File: config.mk
export PLATFORM = sky130hd
export DESIGN_NAME = insn_fetch_decoder
export DESIGN_NICKNAME = d
export VERILOG_FILES = /design/src/rtl/ifd_pkg.sv /design/src/rtl/ifd_classify.sv /design/src/rtl/ifd_extract.sv /design/src/rtl/insn_fetch_decoder.sv
export SDC_FILE = /design/constraint.sdc
export NUM_CORES = 1
export LEC_CHECK = 0
export BUFFER_PORTS_ARGS = -buffer_cell sky130_fd_sc_hd__buf_4
export CAP_MARGIN = 20
export CORE_MARGIN = 4
export CORE_UTILIZATION = 49
export DETAILED_ROUTE_END_ITERATION = 12
export PLACE_DENSITY = 0.95
export SLEW_MARGIN = 20
export SYNTH_ARGS = -nofsm -noshare
export SYNTH_HDL_FRONTEND = slang
export SYNTH_SLANG_ARGS = --single-unit
File: constraint.sdc
create_clock -name clk -period 9.45 [get_ports clk]
set_clock_uncertainty 0.1 [all_clocks]
set_input_delay 0.4725 -clock clk [delete_from_list [all_inputs] [get_ports clk]]
set_output_delay 0.4725 -clock clk [all_outputs]
set_load 0.005 [all_outputs]
File: src/rtl/ifd_pkg.sv
package ifd_pkg;
  localparam int NIB_W = 4;
  localparam logic [NIB_W-1:0] NO_REG = 4'hF;

  typedef enum logic [NIB_W-1:0] {
    OC_HALT  = 4'h0,
    OC_NOP   = 4'h1,
    OC_CMOV  = 4'h2,
    OC_LDIMM = 4'h3,
    OC_STORE = 4'h4,
    OC_LOAD  = 4'h5,
    OC_ALU   = 4'h6,
    OC_JUMP  = 4'h7,
    OC_CALL  = 4'h8,
    OC_RET   = 4'h9,
    OC_PUSH  = 4'hA,
    OC_POP   = 4'hB
  } op_class_e;

  // Layout of one instruction as derived from its leading byte.
  typedef struct packed {
    logic [NIB_W-1:0] len;
    logic             has_regs;   // register byte at offset 1
    logic             cst_at1;    // constant starts at offset 1
    logic             cst_at2;    // constant starts at offset 2
    logic             bad;
  } shape_t;
endpackage

File: src/rtl/ifd_classify.sv
module ifd_classify
  import ifd_pkg::*;
(
  input  logic [NIB_W-1:0] op_class,
  input  logic [NIB_W-1:0] op_func,
  output shape_t           shape
);
  logic func_zero, func_le6, func_le3;

  always_comb begin
    func_zero = (op_func == '0);
    func_le6  = (op_func <= 4'd6);
    func_le3  = (op_func <= 4'd3);
    shape     = '0;
    case (op_class)
      OC_HALT, OC_NOP, OC_RET: begin
        shape.len = 4'd1;
        shape.bad = !func_zero;
      end
      OC_CMOV: begin
        shape.len = 4'd2; shape.has_regs = 1'b1; shape.bad = !func_le6;
      end
      OC_ALU: begin
        shape.len = 4'd2; shape.has_regs = 1'b1; shape.bad = !func_le3;
      end
      OC_PUSH, OC_POP: begin
        shape.len = 4'd2; shape.has_regs = 1'b1; shape.bad = !func_zero;
      end
      OC_LDIMM, OC_STORE, OC_LOAD: begin
        shape.len = 4'd10; shape.has_regs = 1'b1; shape.cst_at2 = 1'b1;
        shape.bad = !func_zero;
      end
      OC_JUMP: begin
        shape.len = 4'd9; shape.cst_at1 = 1'b1; shape.bad = !func_le6;
      end
      OC_CALL: begin
        shape.len = 4'd9; shape.cst_at1 = 1'b1; shape.bad = !func_zero;
      end
      default: shape.bad = 1'b1;
    endcase
    if (shape.bad) begin
      shape.len      = '0;
      shape.has_regs = 1'b0;
      shape.cst_at1  = 1'b0;
      shape.cst_at2  = 1'b0;
    end
  end
endmodule

File: src/rtl/ifd_extract.sv
module ifd_extract
  import ifd_pkg::*;
#(
  parameter int WORD_W    = 64,
  parameter int WIN_BYTES = 10
) (
  input  logic [8*WIN_BYTES-1:0] win,
  input  shape_t                 shape,
  output logic [NIB_W-1:0]       reg_a,
  output logic [NIB_W-1:0]       reg_b,
  output logic [WORD_W-1:0]      cval
);
  localparam int CBYTES = WORD_W / 8;

  logic [WORD_W-1:0] cst_from1, cst_from2;

  // Little-endian gather: lowest address lands in the lowest byte lane.
  for (genvar k = 0; k < CBYTES; k++) begin : g_lane
    assign cst_from1[8*k +: 8] = win[8*(k+1) +: 8];
    assign cst_from2[8*k +: 8] = win[8*(k+2) +: 8];
  end

  always_comb begin
    reg_a = NO_REG;
    reg_b = NO_REG;
    if (shape.has_regs) begin
      reg_a = win[15:12];
      reg_b = win[11:8];
    end
    cval = '0;
    if (shape.cst_at1)      cval = cst_from1;
    else if (shape.cst_at2) cval = cst_from2;
  end
endmodule

File: src/rtl/insn_fetch_decoder.sv
module insn_fetch_decoder
  import ifd_pkg::*;
#(
  parameter int WORD_W    = 64,
  parameter int WIN_BYTES = 10
) (
  input  logic                   clk,
  input  logic                   rst,
  input  logic [WORD_W-1:0]      pc_i,
  input  logic [8*WIN_BYTES-1:0] win_i,
  output logic [NIB_W-1:0]       op_class_o,
  output logic [NIB_W-1:0]       op_func_o,
  output logic [NIB_W-1:0]       reg_a_o,
  output logic [NIB_W-1:0]       reg_b_o,
  output logic [WORD_W-1:0]      const_o,
  output logic [NIB_W-1:0]       len_o,
  output logic [WORD_W-1:0]      next_pc_o,
  output logic                   bad_op_o
);
  shape_t            shape;
  logic [NIB_W-1:0]  ra_c, rb_c;
  logic [WORD_W-1:0] cst_c, npc_c;

  ifd_classify u_cls (
    .op_class (win_i[7:4]),
    .op_func  (win_i[3:0]),
    .shape    (shape)
  );

  ifd_extract #(.WORD_W(WORD_W), .WIN_BYTES(WIN_BYTES)) u_ext (
    .win   (win_i),
    .shape (shape),
    .reg_a (ra_c),
    .reg_b (rb_c),
    .cval  (cst_c)
  );

  assign npc_c = pc_i + {{(WORD_W-NIB_W){1'b0}}, shape.len};

  always_ff @(posedge clk) begin
    if (rst) begin
      op_class_o <= '0;
      op_func_o  <= '0;
      reg_a_o    <= NO_REG;
      reg_b_o    <= NO_REG;
      const_o    <= '0;
      len_o      <= '0;
      next_pc_o  <= '0;
      bad_op_o   <= 1'b0;
    end else begin
      op_class_o <= win_i[7:4];
      op_func_o  <= win_i[3:0];
      reg_a_o    <= ra_c;
      reg_b_o    <= rb_c;
      const_o    <= cst_c;
      len_o      <= shape.len;
      next_pc_o  <= npc_c;
      bad_op_o   <= shape.bad;
    end
  end
endmodule

; Yosys cells after proc, flatten, opt, wreduce, memory -nomap -nowiden
; Cells that the tools add are included.
[word_totals]
regBits = 149
output_inout_bits = 149
wordCells = 44
[classes]
bitwise_logic = 1
reduce_logical = 13
n_eq_ne = 11
n_mux = 8
n_addsub = 1
n_lt_le_gt_ge = 2
[ops]
columns = cell, n
row1 = $mux 64, 2
row2 = $add 64x4->64, 1
row3 = $eq 4x3->1 const B, 4
row4 = $eq 4x4->1 const B, 4
row5 = $pmux 4 s4, 1
row6 = $reduce_or 9->1, 1
row7 = $eq 4x2->1 const B, 2
row8 = $logic_not 4->1, 2
row9 = $mux 7, 1
row10 = $reduce_or 7->1, 1
row11 = $reduce_or 2->1, 3
row12 = $reduce_or 3->1, 2
row13 = $eq 4x1->1 const B, 1
row14 = $le 4x2->1 const B, 1
row15 = $le 4x3->1 const B, 1
row16 = $reduce_or 4->1, 1
row17 = $logic_not 1->1, 3
row18 = $mux 1, 3
row19 = $pmux 1 s3, 1
row20 = $not 1->1, 1

; Depth between registers and ports, before layout
[logic_depth]
ltp_word = 6
depth_mapped = 13

; Hierarchy
; Synthesis repeated with hierarchy kept, for this count alone.
[unflattened]
cells_unflattened = 673
hier_area_um2 = 6361.1
[modules_own_cells]
columns = module, cells_per_inst, area_each_um2, n_inst
row1 = insn_fetch_decoder, 550, 5408.9, 1
row2 = ifd_extract, 91, 735.7, 1
row3 = ifd_classify, 32, 216.5, 1

; Worst setup path before layout
; OpenSTA, ideal clock, no wires.
[synth_timing]
path_kind = input to register
start = input win_i[1]
end = register next_pc_o[58]
t_arrival_ns = 3.398
path_slack_ns = 5.881
stages = 9
setup_ns = 0.070
path_buffers = 0
path_cell_list = or4_4 > a221o_1 > a211oi_1 > fa_1 > a31oi_1 > nor4_4 > nand3_2 > or4_1 > a21oi_1
[synth_rtl]
columns = item, line_no
row1 = from (decl), insn_fetch_decoder.sv:10  ; input logic [8*WIN_BYTES-1:0] win_i,
row2 = to (signal assigned), insn_fetch_decoder.sv:57  ; next_pc_o <= npc_c;
row3 = to (decl), insn_fetch_decoder.sv:17  ; output logic [WORD_W-1:0] next_pc_o,

==> summary.txt <==
Routing
  • Vias: between 6000 and 7000
  • Routed wire length on met2: between 10000 and 15000 µm
  • Final ANT Viol Nets: 0
  • Final wirelength: 21100 µm
  • DRC Markers: 0
  • Pre-antenna DRT Iters: 6
  • Detail Route met3 WL: 1810 µm
  • DR WL/cell: 19.5 µm
  • Max Used Layer: met5
  • Met1 wire length: between 7000 and 8000 µm
  • First DRT Iteration DRCs: 670
  • Vias per cell: around 5.9

Timing
  • RSZ-0062 raised after global routing: no
  • Final hold vios: 0
  • Final Max Slew Viols: 0
  • Actual slew at the worst max-slew pin: ~0.86 ns
  • Max-slew headroom: ~42%
  • FMAX: ~0.24 GHz
  • Fin crit share: ~45%
  • Setup TNS: 0 ns
  • Crit path time final: ~4.2 ns
  • Final setup violation count: 0
  • Worst hold slack: approximately 0.15 ns

Floorplanning
  • Die extent in y: approximately 120 µm
  • Chip Width: between 100 and 150 µm
  • Die area: 13800 µm²
  • Num rows: 39
  • Core box area: 11600 µm²
  • # IOs: roughly 300
  • Starting Density: roughly half

Job
  • Maxcap violations: 0

Worst setup path
  • Worst EP arrival: 4.39 ns
  • Worst EP required: roughly 9.6 ns
  • Worst setup SP type: input port
  • Critical path peak fanout: 13
  • Setup crit end kind: flip-flop
  • Worst setup path category: input port to flip-flop

GRT
  • Gr ovfl total: 0
  • First-pass GRT wire length: approximately 32000 µm
  • GRT Util Overall: about 30%
  • Vias in the first global route: 6070
  • Number of antenna violations at the first check in global routing: 1
  • Largest net degree at the start of global routing: between 80 and 90

Placed design
  • Routability Congestion: roughly 0.94
  • PortBufs: about 290
  • HPWL Detailed: between 10000 and 15000 µm

Pwr
  • Internal power: 1.25 mW
  • Leak: roughly 3.8 nW
  • Reg power frac: 40.9%
  • VDD IR max: ~0.17 mV
  • Logic gate share of total power: between 10% and 20%
  • Clock power frac: between 40% and 50%
  • Switch share: between 20 and 25%
  • Power per standard cell area: approximately 180 nW/µm²
  • Switching power: around 0.35 mW
  • Overall power: between 1.5 and 2 mW

Finish
  • N_diodes: 0
  • Share of cells above drive strength 1: 36.8%
  • Layout Nets: between 1000 and 1500
  • P&R area growth vs syn: 50.0%
  • Fin util: 76.1%

Yosys
  • Count of different cell masters after synthesis: about 50
  • Top-count cell post-synth: dfxtp_1
  • Main synth FF type: dfxtp_1
  • Top cells by count, synth: dfxtp_1 (148), nor2_1 (105), a22oi_1 (64)
  • Area leader, netlist: dfxtp_1
  • Synth Area in Simple Gates: 24.2%
  • Main combinational cell family by area after synthesis: simple AND/OR/NAND/NOR gates
  • Syn_nets: 797
  • Leading post-synthesis cells by cell area: dfxtp_1 (50%), a22oi_1 (8.2%), nor2_1 (6.7%), a21oi_1 (3.0%), xor2_1 (3.0%)
  • Fraction of registers with async set/reset: 0%
  • Post-synthesis mux area share: 0.384%
  • Synthesized cell area: between 5000 and 6000 µm²
  • Synthesized instance count: roughly 650
  • Post-synth EDFFs: 0
  • Avg Cell Area, Syn: roughly 9.1 µm²
  • Post-synthesis register bit count: 148
  • Yosys top cell area share: roughly half
  • Compound-Gate Fraction of Synth Area: approximately 17%
  • Post-Synth XOR/XNOR Area: roughly 4%
  • Adder and majority cell fraction of the synthesized area: 0.980%
  • Register area share after synthesis: 50.5%
  • Syn. warnings: 0

Min path
  • Worst hold-check path type: input port to flip-flop
  • Hold path cells: 2

Clock tree
  • Reg clk slew, reported paths: around 0.060 ns
  • Sink Count: about 150
  • Cts repair resizes: 0
  • CTS tree: yes
  • CTS max path bufs: 2
  • H-Tree Depth: 4
  • Hold-fix buffers, CTS: 0
  • CTS Buf Count: 17
  • Setup bufs post-CTS: 0
  • Root Buffer: clkbuf_16

Outcome
  • Outcome: finished clean
==> per-layer routing <==
layer	vias to the layer above	GRT usage [%]
met2	387	49.5
li1	2878	-
met3	117	8.94
met1	2985	33.5
met5	-	0
met4	2	18.5
==> flip-flops by register name, summed over array words and instances (netlist names) <==
register	count
const_o	64
op_func_o	4
bad_op_o	1
len_o	3
next_pc_o	64
op_class_o	4
reg_a_o	4
reg_b_o	4
==> through the flow <==
step           setup WS (ns)  cell area [µm²]  cells
6_report                5.23             8810   1080
5_1_grt                 4.96             8810   1080
4_1_cts                 5.28             8810   1080
3_5_place_dp            4.88             8140   1049
3_3_place_gp            5.05             8140   1049
2_1_floorplan           5.88             5870    647
==> worst paths after layout <==
path,slack (ns),end,from
worst max-delay path,5.23,next_pc_o[54],win_i[1]
worst min-delay path,0.15,reg_b_o[3],win_i[11]
==> cells by family after synthesis <==
| kind of cell | Yosys count |
|---|---|
| AND/OR/NAND/NOR | 271 |
| flip-flops | 148 |
| AO/OA/AOI/OAI | 146 |
| buffers and inverters | 48 |
| XOR/XNOR | 27 |
| adder cells (fa/ha/maj) | 4 |
| multiplexers | 2 |
| other | 1 |
==> worst max-delay path, stage by stage <==
cell and delay [ns]:
buf_4 0.12, or4_4 0.55, a221o_1 0.39, a211oi_1 0.41, fa_1 0.30, a31oi_1 0.31, nor4_4 0.82, nand3_1 0.47
o31ai_1 0.40, a21oi_1 0.11
==> cell usage in the layout, fill, tap and decap left out, types with 19 or more instances in the layout <==
cell	synthesis	final
or4_1	20	20
dfxtp_1	148	148
a21oi_1	35	35
nand3_1	19	19
a22oi_1	64	64
xor2_1	20	20
buf_4	2	297
nand2_1	28	28
nand4_1	24	24
nor2_1	105	104
==> power by group through the flow <==
| stage | combinational, mW | clock (mW) | sequential (mW) |
|---|---|---|---|
| 5_1_grt | 0.204 | 0.796 | 0.659 |
| 6_report | 0.189 | 0.759 | 0.657 |
| 3_3_place_gp | 0.180 | 0 | 0.669 |
| 2_1_floorplan | 0.0644 | 0 | 0.672 |
| 4_1_cts | 0.187 | 0.766 | 0.657 |
| 3_5_place_dp | 0.184 | 0 | 0.670 |
==> area by class of cell <==
cell class | instances | area (µm²)
flip-flops and latches | 148 | 2960
fillers | 750 | 2760
multi-input cells | 451 | 2730
repair buffers | 297 | 2230
clock buffers | 21 | 460
clock inverters | 10 | 203
well taps | 143 | 179
inverters | 10 | 37.5
Note: power is estimated with default switching activity, not from simulation.
